$ cat config.mk
export PLATFORM = sky130hd
export DESIGN_NAME = acc_alu
export DESIGN_NICKNAME = d
export VERILOG_FILES = /design/src/rtl/acc_alu_pkg.sv /design/src/rtl/acc_alu_arith.sv /design/src/rtl/acc_alu_bitops.sv /design/src/rtl/acc_alu.sv
export SDC_FILE = /design/constraint.sdc
export NUM_CORES = 1
export LEC_CHECK = 0
export BUFFER_PORTS_ARGS = -buffer_cell sky130_fd_sc_hd__clkbuf_2
export CAP_MARGIN = 20
export CORE_ASPECT_RATIO = 1.5
export CORE_MARGIN = 3
export CORE_UTILIZATION = 47
export DETAILED_ROUTE_END_ITERATION = 12
export PLACE_DENSITY = 0.72
export SYNTH_ARGS = -nofsm -noshare
export SYNTH_HDL_FRONTEND = slang
export SYNTH_SLANG_ARGS = --single-unit
export TNS_END_PERCENT = 5
$ cat constraint.sdc
create_clock -name clk -period 3.3 [get_ports clk]
set_input_delay 0.66 -clock clk [delete_from_list [all_inputs] [get_ports clk]]
set_output_delay 0.66 -clock clk [all_outputs]
set_load 0.01 [all_outputs]
$ cat src/rtl/acc_alu_pkg.sv
package acc_alu_pkg;

    localparam int DATA_W = 8;
    localparam int OP_W   = 4;

    typedef enum logic [OP_W-1:0] {
        OP_ADD  = 4'd0,
        OP_ADDC = 4'd1,
        OP_SUBB = 4'd2,
        OP_AND  = 4'd3,
        OP_OR   = 4'd4,
        OP_XOR  = 4'd5,
        OP_CLR  = 4'd6,
        OP_CPL  = 4'd7,
        OP_RL   = 4'd8,
        OP_RLC  = 4'd9,
        OP_RR   = 4'd10,
        OP_RRC  = 4'd11,
        OP_SWAP = 4'd12
    } alu_op_e;

    typedef struct packed {
        logic c;
        logic ac;
        logic ov;
    } flags_t;

    // Which flags an operation is allowed to update
    function automatic flags_t flag_mask(alu_op_e op);
        flags_t m;
        m = '0;
        case (op)
            OP_ADD, OP_ADDC, OP_SUBB: m = '{c: 1'b1, ac: 1'b1, ov: 1'b1};
            OP_RLC, OP_RRC:           m = '{c: 1'b1, ac: 1'b0, ov: 1'b0};
            default:                  m = '0;
        endcase
        return m;
    endfunction

    function automatic logic is_arith(alu_op_e op);
        return (op == OP_ADD) || (op == OP_ADDC) || (op == OP_SUBB);
    endfunction

endpackage

$ cat src/rtl/acc_alu_arith.sv
module acc_alu_arith
    import acc_alu_pkg::*;
#(
    parameter int W = DATA_W
) (
    input  logic [W-1:0] a_i,
    input  logic [W-1:0] b_i,
    input  logic         ci_i,
    input  logic         sub_i,
    output logic [W-1:0] sum_o,
    output flags_t       fl_o
);
    localparam int H = W / 2;

    logic [W:0]   full;
    logic [H:0]   low;
    logic [W-1:0] below_msb;

    always_comb begin
        if (sub_i) begin
            full      = {1'b0, a_i} - {1'b0, b_i} - {{W{1'b0}}, ci_i};
            low       = {1'b0, a_i[H-1:0]} - {1'b0, b_i[H-1:0]} - {{H{1'b0}}, ci_i};
            below_msb = {1'b0, a_i[W-2:0]} - {1'b0, b_i[W-2:0]} - {{(W-1){1'b0}}, ci_i};
        end else begin
            full      = {1'b0, a_i} + {1'b0, b_i} + {{W{1'b0}}, ci_i};
            low       = {1'b0, a_i[H-1:0]} + {1'b0, b_i[H-1:0]} + {{H{1'b0}}, ci_i};
            below_msb = {1'b0, a_i[W-2:0]} + {1'b0, b_i[W-2:0]} + {{(W-1){1'b0}}, ci_i};
        end
        sum_o    = full[W-1:0];
        fl_o.c   = full[W];
        fl_o.ac  = low[H];
        fl_o.ov  = full[W] ^ below_msb[W-1];
    end

    always_comb begin

        if (sub_i && (b_i == '0) && !ci_i) begin
            sub_noborrow_chk: assert (!fl_o.c && !fl_o.ov);
        end
    end

endmodule

$ cat src/rtl/acc_alu_bitops.sv
module acc_alu_bitops
    import acc_alu_pkg::*;
#(
    parameter int W = DATA_W
) (
    input  alu_op_e      op_i,
    input  logic [W-1:0] a_i,
    input  logic [W-1:0] b_i,
    input  logic         ci_i,
    output logic [W-1:0] res_o,
    output logic         co_o
);
    localparam int H = W / 2;

    always_comb begin
        res_o = a_i;
        co_o  = ci_i;
        case (op_i)
            OP_AND:  res_o = a_i & b_i;
            OP_OR:   res_o = a_i | b_i;
            OP_XOR:  res_o = a_i ^ b_i;
            OP_CLR:  res_o = '0;
            OP_CPL:  res_o = ~a_i;
            OP_RL:   res_o = {a_i[W-2:0], a_i[W-1]};
            OP_RR:   res_o = {a_i[0], a_i[W-1:1]};
            OP_RLC: begin
                res_o = {a_i[W-2:0], ci_i};
                co_o  = a_i[W-1];
            end
            OP_RRC: begin
                res_o = {ci_i, a_i[W-1:1]};
                co_o  = a_i[0];
            end
            OP_SWAP: res_o = {a_i[H-1:0], a_i[W-1:H]};
            default: res_o = a_i;
        endcase
    end

endmodule

$ cat src/rtl/acc_alu.sv
module acc_alu
    import acc_alu_pkg::*;
#(
    parameter int W = DATA_W
) (
    input  logic           clk,
    input  logic           rst,
    input  logic [OP_W-1:0] op_i,
    input  logic [W-1:0]   acc_i,
    input  logic [W-1:0]   src_i,
    input  logic           cy_i,
    output logic [W-1:0]   res_o,
    output logic           cy_o,
    output logic           ac_o,
    output logic           ov_o,
    output logic           cy_we_o,
    output logic           ac_we_o,
    output logic           ov_we_o
);
    localparam int H = W / 2;

    alu_op_e      op_e;
    logic         arith_sel;
    logic         arith_ci;
    logic [W-1:0] arith_res;
    flags_t       arith_fl;
    logic [W-1:0] bit_res;
    logic         bit_co;
    flags_t       mask_d;
    flags_t       raw_fl;
    logic [W-1:0] res_d;

    logic [W-1:0] res_q;
    flags_t       val_q;
    flags_t       upd_q;

    assign op_e      = alu_op_e'(op_i);
    assign arith_sel = is_arith(op_e);
    assign arith_ci  = (op_e == OP_ADD) ? 1'b0 : cy_i;
    assign mask_d    = flag_mask(op_e);

    acc_alu_arith #(.W(W)) u_arith (
        .a_i   (acc_i),
        .b_i   (src_i),
        .ci_i  (arith_ci),
        .sub_i (op_e == OP_SUBB),
        .sum_o (arith_res),
        .fl_o  (arith_fl)
    );

    acc_alu_bitops #(.W(W)) u_bitops (
        .op_i  (op_e),
        .a_i   (acc_i),
        .b_i   (src_i),
        .ci_i  (cy_i),
        .res_o (bit_res),
        .co_o  (bit_co)
    );

    always_comb begin
        if (arith_sel) begin
            res_d  = arith_res;
            raw_fl = arith_fl;
        end else begin
            res_d  = bit_res;
            raw_fl = '{c: bit_co, ac: 1'b0, ov: 1'b0};
        end
    end

    always_ff @(posedge clk) begin
        if (rst) begin
            res_q <= '0;
            val_q <= '0;
            upd_q <= '0;
        end else begin
            res_q <= res_d;
            val_q <= flags_t'(raw_fl & mask_d);
            upd_q <= mask_d;
        end
    end

    assign res_o   = res_q;
    assign cy_o    = val_q.c;
    assign ac_o    = val_q.ac;
    assign ov_o    = val_q.ov;
    assign cy_we_o = upd_q.c;
    assign ac_we_o = upd_q.ac;
    assign ov_we_o = upd_q.ov;


    reset_clear_chk: assert property (@(posedge clk)
        rst |=> (res_o == '0 && upd_q == '0 && val_q == '0));


    add_sum_chk: assert property (@(posedge clk) disable iff (rst)
        (op_i == 4'd0) |=> ({cy_o, res_o} == ({1'b0, $past(acc_i)} + {1'b0, $past(src_i)})));


    logic_noflag_chk: assert property (@(posedge clk) disable iff (rst)
        (op_i inside {4'd3, 4'd4, 4'd5}) |=> (!cy_we_o && !ac_we_o && !ov_we_o));


    rlc_carry_chk: assert property (@(posedge clk) disable iff (rst)
        (op_i == 4'd9) |=> (cy_we_o && !ac_we_o && !ov_we_o
                            && cy_o == $past(acc_i[W-1]) && res_o[0] == $past(cy_i)));


    swap_nib_chk: assert property (@(posedge clk) disable iff (rst)
        (op_i == 4'd12) |=> (res_o == {$past(acc_i[H-1:0]), $past(acc_i[W-1:H])}));


    undef_pass_chk: assert property (@(posedge clk) disable iff (rst)
        (op_i >= 4'd13) |=> (res_o == $past(acc_i) && upd_q == '0));

endmodule

==> results of run 1 <==
==> tightest hold or removal path: cells and delay by family <==
| kind | cells | cell delay (ns) |
|---|---|---|
| AOI/OAI and AO/OA | 2 | 0.22 |
| buffers and inverters | 1 | 0.14 |
==> cell families after synthesis <==
kind of cell,count (synthesis)
mux,8
xor+xnor,16
buf+inv,46
simple gates,83
compound gates,92
flops,13
fa+ha+maj,34
==> cell usage in the layout (no fill, tap or decap), drive strengths merged, types with 4 or more instances in the layout <==
| cell | netlist | routed |
|---|---|---|
| clkbuf | 5 | 39 |
| ha | 30 | 30 |
| inv | 27 | 27 |
| nand2 | 27 | 27 |
| a21oi | 27 | 27 |
| nor2 | 24 | 24 |
| o21ai | 21 | 21 |
| xnor2 | 14 | 14 |
| dfxtp | 13 | 13 |
| buf | 14 | 9 |
| o22ai | 7 | 7 |
| mux2i | 6 | 6 |
| a31oi | 5 | 5 |
| nand3 | 4 | 4 |
| fa | 4 | 4 |
| a221o | 4 | 4 |
==> path summary, 6_finish.rpt <==
path,startpoint,end,slack [ns],cells after the start
setup / recovery,acc_i[0],res_o[5]$_SDFF_PP0_,0.43,11
hold / removal,acc_i[2],res_o[2]$_SDFF_PP0_,0.84,3
==> power breakdown <==
part	total, mW	leakage (nW)	switching [mW]	internal [mW]
Combinational	0.377	0.998	0.220	0.158
Clock	0.143	0.0255	0.0593	0.0834
Sequential	0.174	0.107	0.00395	0.171
Total	0.695	1.13	0.283	0.412
==> through the flow <==
step	cell area [sq um]	setup WS (ns)
final	2420	0.434
after detailed placement	2370	0.189
after global placement	2370	0.263
after floorplan	2170	0.336
after global routing	2420	0.262
after CTS	2420	0.455
==> registers in the layout, indices dropped and copies added, names as in the netlist <==
name,count
ac_we_o,1
cy_we_o,1
res_o,8
ac_o,1
cy_o,1
ov_o,1
==> cell type report <==
class | count | area (sq um) | area share, %
repair buffers | 45 | 248 | 10.2
multi-input cells | 233 | 1700 | 70.5
inverters | 27 | 101 | 4.19
clock buffers | 3 | 41.3 | 1.71
well taps | 46 | 57.6 | 2.38
flip-flops and latches | 13 | 260 | 10.8
clock inverters | 1 | 5.00 | 0.207
==> per-layer routing <==
metal	GRT usage, %	up-vias	wire [um]	part of all wire, %
met2	43.2	107	3260	50
met1	31.1	1041	2560	39
met4	10.2	0	265	4.1
li1	-	1100	-	-
met5	0	-	0	0
met3	4.77	26	414	6.4
==> flow_summary_export.csv, run 1 <==
group,metric,value,unit
run_status,outcome,"finished clean",
worst_setup_path,cp_top_family,"compound AO/OA/AOI/OAI gates",
timing,rsz0062_at_grt,"no",
yosys,postSynthAreaPerCell,7.42,sq um
timing,finalCritPeriodShare,86.9,%
worst_setup_path,critPathMaxFanout,7,
worst_setup_path,worstPathRequired,3.44,ns
timing,relSlewSlack,63.4,%
worst_setup_path,worst-endpoint-arrival,3.00,ns
floorplanning,die_h,89.2,um
timing,finalSetupTns,0,ns
yosys,synth_seq_cells,13,
yosys,synth-simple-area-share,19.5,%
yosys,synth_edf_count,0,
placement,dp.cells,364,
power,vdd_ir_drop_max,0.000205,V
grt,grt_max_degree,32,
power,leakage,1.13,nW
floorplanning,placementRows,29,
detailed_routing,route.detailed.drc,0,
placement,dp_hpwl,5140,um
cts,cts_resized,0,
floorplanning,core,4350,sq um
final_layout,n_fill_cell,455,
cts,root_buffer,"clkbuf_8",
final_layout,final_nets,380,
yosys,synth_common_cells,"ha_1, a21oi_1, inv_1, nand2_1, nor2_1",
worst_setup_path,path_buf_inv,3,
worst_setup_path,cp_cell_sequence,"clkbuf_2, inv_1, fa_1, inv_1, ha_1, o21ai_0, a21boi_1, or2_1, a21oi_1, xnor2_1, a221o_1",
final_layout,drive_above_1_share,18.3,%
worst_setup_path,crit_type,"in2reg",
yosys,syn_nets,349,
worst_setup_path,cp-start-kind,"primary input",
final_layout,num_antenna_cells,0,
yosys,ys_seq_area_share,12.0,%
final_layout,synthToLayoutAreaGrowth,11.5,%
yosys,synth_area,2170,sq um
cts,clk_pin_slew_worst_paths,0.06,ns
cts,cts_hold_buf,0,
final_layout,layout.cells.non_filler,368,
detailed_routing,first_iter_violations,297,
yosys,yosysMostFrequentCell,"ha_1",
cts,htree_levels,1,
timing,worst_pin_slew,0.545,ns
job,maxCapViolCount,0,
timing,hold_viol_final,0,
worst_setup_path,cpMaxStageDelayCell,"fa_1",
cts,cts_buffer_depth,2,
yosys,synth_top_flop_cell,"dfxtp_1",
min_path,min_path_type,"in2reg",
detailed_routing,first_pass_iters,5,
yosys,muxShareOfSynthArea,3.81,%
yosys,synth_xor_area_share,6.47,%
worst_setup_path,cpMostUsedCell,"inv_1",
timing,drv_slew,0,
yosys,synth_top_cell_area_share,17.3,%
final_layout,fin_util,55.5,%
yosys,synth_compound_area_share,27.9,%
timing,min_period,2.87,ns
grt,overflow,0,
power,powerDensity,287,nW/um^2
cts,clkSinkCount,13,
cts,numCtsBuffers,3,
detailed_routing,wirelength,6500,um
grt,grt_pass1_vias,2222,
timing,timing.hold.ws,0.836,ns
cts,cts_tree,"built",
detailed_routing,via_per_inst,6.18,
yosys,netlist_instances,292,
yosys,synth.area.top_cells,"ha_1, dfxtp_1, a21oi_1, xnor2_1, o21ai_0",
yosys,synth_top_family_by_area,"compound AO/OA/AOI/OAI gates",
detailed_routing,ant_nets,0,
worst_setup_path,crit_path_max_incr_delay,0.59,ns
power,finalPower,695,uW
placement,place.gp.congestion,0.974,
cts,cts_setup_buffers,0,
floorplanning,fp.dieW,61.4,um
yosys,synth_cell_type_count,57,
detailed_routing,wl_per_cell,17.7,um
grt,grt_use_total,25.5,%
grt,antenna_found_initial,0,
floorplanning,die-area,5480,sq um
grt,grt_pass1_wl,10600,um
yosys,ys_async_sr_fraction,0,%
detailed_routing,routed-via-count,2274,
yosys,synth_fa_ha_area_share,21.0,%
floorplanning,io_pins,37,
timing,setup_violations,0,
timing,fmax,0.349,GHz
floorplanning,start_util,49.8,%
placement,port_buffers,36,
worst_setup_path,critPathCaptureType,"flip-flop",
yosys,yosys_warnings,0,
yosys,synth_top_area_cell,"ha_1",
Power figures use the tool's default switching activity.
==> inputs of run 2 (changes only) <==
--- a/config.mk
+++ b/config.mk
@@ -7,11 +7,13 @@
 export LEC_CHECK = 0
 export BUFFER_PORTS_ARGS = -buffer_cell sky130_fd_sc_hd__clkbuf_2
 export CAP_MARGIN = 20
+export CELL_PAD_IN_SITES_DETAIL_PLACEMENT = 0
+export CELL_PAD_IN_SITES_GLOBAL_PLACEMENT = 1
 export CORE_ASPECT_RATIO = 1.5
 export CORE_MARGIN = 3
-export CORE_UTILIZATION = 47
+export CORE_UTILIZATION = 42
 export DETAILED_ROUTE_END_ITERATION = 12
-export PLACE_DENSITY = 0.72
+export PLACE_DENSITY = 0.85
 export SYNTH_ARGS = -nofsm -noshare
 export SYNTH_HDL_FRONTEND = slang
 export SYNTH_SLANG_ARGS = --single-unit
==> flow_summary_export.csv, run 2 (synthesis results as in run 1) <==
group,metric,value,unit
power,power_switching,282,uW
worst_setup_path,worst-endpoint-arrival,3.04,ns
detailed_routing,first_pass_iters,4,
cts,clkSinkCount,13,
power,power_frac_seq,25.1,%
final_layout,final_nets,382,
detailed_routing,first_iter_violations,253,
worst_setup_path,crit_type,"in2reg",
cts,cts_hold_buf,0,
grt,grt_max_degree,32,
final_layout,largest_reg_flops,8,
timing,hold_viol_final,0,
final_layout,layout.cells.non_filler,390,
cts,cts_buffer_depth,2,
cts,cts_resized,0,
min_path,min_path_type,"in2reg",
timing,setup_violations,0,
grt,grt_use_total,22.5,%
final_layout,synthToLayoutAreaGrowth,13.3,%
detailed_routing,wl_per_cell,17.0,um
placement,dp.cells,386,
cts,clk_pin_slew_worst_paths,0.06,ns
detailed_routing,wirelength,6630,um
final_layout,num_antenna_cells,0,
final_layout,layout_common_cells,"clkbuf_2, ha_1, inv_1, nand2_1, a21oi_1",
detailed_routing,ant_nets,0,
timing,finalCritPeriodShare,88.2,%
timing,rsz0062_at_grt,"no",
power,powerDensity,284,nW/um^2
floorplanning,core,4930,sq um
worst_setup_path,critPathMaxFanout,3,
timing,drv_slew,0,
cts,cts_setup_buffers,0,
worst_setup_path,critPathCaptureType,"flip-flop",
power,p_int,416,uW
job,maxCapViolCount,0,
detailed_routing,via_per_inst,5.72,
placement,dpl_worst_slack,0.185,ns
detailed_routing,route.detailed.drc,0,
worst_setup_path,worstPathRequired,3.43,ns
final_layout,final_common_cell,"clkbuf_2",
power,vdd_ir_drop_max,0.000205,V
placement,place.gp.congestion,0.926,
floorplanning,die_h,94.0,um
grt,antenna_found_initial,0,
placement,dp_hpwl,5320,um
timing,post-route-worst-setup-slack,0.389,ns
cts,htree_levels,1,
timing,min_period,2.91,ns
grt,grt_pass1_vias,2156,
grt,grt_pass1_wl,10700,um
timing,fmax,0.344,GHz
cts,numCtsBuffers,3,
timing,worst_pin_slew,0.607,ns
grt,overflow,0,
timing,finalSetupTns,0,ns
power,combinationalPowerShare,54.7,%
cts,root_buffer,"clkbuf_8",
cts,cts_tree,"built",
worst_setup_path,cp-start-kind,"primary input",
floorplanning,placementRows,31,
floorplanning,io_pins,37,
power,switching_share,40.4,%
power,pwr-share-clk,20.3,%
placement,port_buffers,36,
floorplanning,start_util,44.0,%
run_status,outcome,"finished clean",
timing,relSlewSlack,59.1,%
final_layout,drive_above_1_share,18.5,%
detailed_routing,routed-via-count,2232,
power,leakage,1.14,nW
floorplanning,fp.dieW,64.7,um
floorplanning,die-area,6080,sq um
[run 2: final cells by class]
class	instances	area, sq um
tap	66	82.6
fill	523	2470
sequential	13	260
timing repair buffer	47	263
multi-input combinational	233	1700
clock buffer	4	45.0
inverter	27	101
[run 2: worst paths after layout]
kind	from	endpoint	depth (start not counted)
worst max-delay path	op_i[2]	res_o[5]$_SDFF_PP0_	12
worst min-delay path	rst	ac_we_o$_SDFF_PP0_	2
[run 2: worst max-delay path: stages]
cell and delay (ns):
clkbuf_2 0.09, nor2_1 0.17, nand2_1 0.10, nand2_1 0.10, fa_1 0.45, ha_1 0.20
o21ai_0 0.27, a21boi_1 0.17, or2_1 0.23, a21oi_1 0.17, xnor2_1 0.08, a221o_1 0.35
[run 2: through the flow]
step                cell area [sq um]  hold slack (ns)  util [%]  power [mW]
finish                           2460            0.849      49.9       0.698
global route                     2460            0.871      49.9       0.748
CTS                              2460            0.850      49.9       0.697
detailed placement               2410             1.05      48.9       0.555
global placement                 2410             1.05      48.9       0.553
floorplan                        2170            0.745         -       0.443
[run 2: layer usage]
metal | track usage (%) | wire length (um) | part of all wire [%] | vias up
li1 | - | - | - | 1108
met5 | 0 | 0 | 0 | -
met2 | 40.3 | 3410 | 51 | 69
met1 | 27.7 | 2750 | 41 | 1042
met3 | 2.04 | 251 | 3.8 | 13
met4 | 8.11 | 227 | 3.4 | 0
[run 2: power groups by stage]
stage          sequential [mW]  combinational (mW)  clock [mW]
2_1_floorplan            0.184               0.258           0
3_3_place_gp             0.178               0.375           0
3_5_place_dp             0.178               0.376           0
4_1_cts                  0.175               0.380       0.142
5_1_grt                  0.176               0.423       0.149
6_report                 0.175               0.382       0.141
==> inputs of run 3 (changes only) <==
--- a/config.mk
+++ b/config.mk
@@ -13,6 +13,7 @@
 export CORE_MARGIN = 3
 export CORE_UTILIZATION = 42
 export DETAILED_ROUTE_END_ITERATION = 12
+export GPL_ROUTABILITY_DRIVEN = 0
 export PLACE_DENSITY = 0.85
 export SYNTH_ARGS = -nofsm -noshare
 export SYNTH_HDL_FRONTEND = slang
==> constraint.sdc (replaced) <==
create_clock -name clk -period 2.98 [get_ports clk]
set_input_delay 0.596 -clock clk [delete_from_list [all_inputs] [get_ports clk]]
set_output_delay 0.596 -clock clk [all_outputs]
set_load 0.01 [all_outputs]
==> flow_summary_export.csv, run 3 (synthesis results as in run 1) <==
group,metric,value,unit
detailed_routing,route.detailed.drc,0,
worst_setup_path,crit_path_max_incr_delay,0.46,ns
worst_setup_path,cp_cell_sequence,"clkbuf_2, nor2_1, nand2_1, nand2_1, fa_1, ha_1, o21ai_1, a21boi_1, or2_1, a21oi_1, xnor2_1, a221o_1",
timing,drv_slew,0,
grt,antenna_found_initial,0,
placement,dp_hpwl,5430,um
power,leakage,1.19,nW
timing,min_period,2.75,ns
timing,hold_viol_final,0,
power,combinationalPowerShare,55.9,%
detailed_routing,wirelength,6750,um
final_layout,final_common_cell,"clkbuf_2",
timing,finalCritPeriodShare,92.2,%
final_layout,drive_above_1_share,21.0,%
final_layout,synthToLayoutAreaGrowth,16.8,%
cts,clk_pin_slew_worst_paths,0.06,ns
final_layout,final_nets,392,
floorplanning,start_util,44.0,%
power,powerDensity,313,nW/um^2
cts,cts_buffer_depth,2,
floorplanning,die-area,6080,sq um
run_status,outcome,"finished clean",
power,pwr-share-clk,19.7,%
min_path,worstHoldStart,"rst",
cts,cts_setup_buffers,0,
timing,setup_violations,0,
timing,rsz0062_at_grt,"no",
power,vdd_ir_drop_max,0.000188,V
power,power_frac_seq,24.4,%
timing,relSlewSlack,58.3,%
cts,htree_levels,1,
worst_setup_path,critPathCaptureType,"flip-flop",
cts,numCtsBuffers,3,
floorplanning,core,4930,sq um
detailed_routing,first_pass_iters,5,
grt,overflow,0,
worst_setup_path,critPathMaxFanout,3,
worst_setup_path,startpoint,"op_i[2]",
final_layout,fin_util,51.4,%
cts,root_buffer,"clkbuf_8",
detailed_routing,routed-via-count,2308,
power,p_int,477,uW
cts,cts_tree,"built",
floorplanning,die_h,94.0,um
final_layout,layout_common_cells,"clkbuf_2, ha_1, inv_1, nand2_1, a21oi_1",
power,switching_share,39.9,%
detailed_routing,first_iter_violations,252,
placement,port_buffers,36,
final_layout,num_antenna_cells,0,
worst_setup_path,cp-start-kind,"primary input",
worst_setup_path,crit_type,"in2reg",
power,finalPower,794,uW
power,power_switching,317,uW
final_layout,largest_reg_flops,8,
worst_setup_path,cpMaxStageDelayCell,"fa_1",
cts,cts_hold_buf,0,
min_path,min_path_type,"in2reg",
floorplanning,placementRows,31,
grt,grt_max_degree,32,
detailed_routing,via_per_inst,5.77,
worst_setup_path,worst-endpoint-arrival,2.88,ns
grt,grt_pass1_wl,10800,um
timing,fmax,0.364,GHz
detailed_routing,ant_nets,0,
worst_setup_path,cpMostUsedCell,"nand2_1",
detailed_routing,wl_per_cell,16.9,um
floorplanning,fp.dieW,64.7,um
cts,clkSinkCount,13,
timing,worst_pin_slew,0.620,ns
worst_setup_path,worstPathRequired,3.11,ns
grt,grt_pass1_vias,2222,
grt,grt_use_total,22.6,%
job,maxCapViolCount,0,
floorplanning,io_pins,37,
-- run 3: cell types whose count changed in the layout (fill, tap and decap cells not counted) --
| cell | change |
|---|---|
| buf_4 | +10 |
| o21ai_0 | -1 |
| o21ai_1 | +1 |
-- run 3: worst paths after layout --
path / to / slack [ns] / cells after the start
worst max-delay path: res_o[5]$_SDFF_PP0_ / 0.23 / 12
worst min-delay path: ac_we_o$_SDFF_PP0_ / 0.80 / 2
-- run 3: what timing repair did --
item / CTS / global route
endpoints found under the hold margin: 0 / 0
endpoints found under the setup margin: 0 / 1
resized for setup: 0 / 1
-- run 3: metal layers --
metal	up-vias	share of wire, %	wire [um]	track usage [%]
li1	1128	-	-	-
met1	1055	40	2720	26.9
met5	-	0	0	0
met2	105	51	3420	40.4
met3	20	5.0	335	2.51
met4	0	4.1	278	9.35
-- run 3: layout make-up --
cell class / count / area (sq um)
fill: 538 / 2390
multi-input combinational: 233 / 1700
tap: 66 / 82.6
inverter: 27 / 101
clock buffer: 4 / 45.0
sequential: 13 / 260
timing repair buffer: 57 / 338
-- run 3: worst max-delay path, delay by kind of cell --
kind	cells	cell delay, ns
xor gates and xnor gates	1	0.08
AOI/OAI and AO/OA	4	0.86
adders and majority gates	2	0.67
buffers and inverters	1	0.09
and+or+nand+nor	4	0.57
-- run 3: power by group through the flow --
stage | logic, mW | clock network (mW) | registers [mW]
after global routing | 0.488 | 0.166 | 0.194
after global placement | 0.434 | 0 | 0.197
after CTS | 0.439 | 0.157 | 0.194
after detailed placement | 0.437 | 0 | 0.197
final | 0.443 | 0.157 | 0.193
after floorplan | 0.286 | 0 | 0.204
-- run 3: per-stage QoR --
| step | instance area [sq um] | cells | setup TNS [ns] | hold WS (ns) | setup slack, ns |
|---|---|---|---|---|---|
| 3_3_place_gp | 2490 | 396 | -0.0907 | 0.984 | -0.0907 |
| 3_5_place_dp | 2490 | 396 | -0.118 | 0.985 | -0.118 |
| 5_1_grt | 2530 | 400 | 0 | 0.793 | 0.0168 |
| 4_1_cts | 2530 | 400 | 0 | 0.784 | 0.117 |
| 6_report | 2530 | 400 | 0 | 0.797 | 0.232 |
| 2_1_floorplan | 2170 | 292 | 0 | 0.681 | 0.0803 |
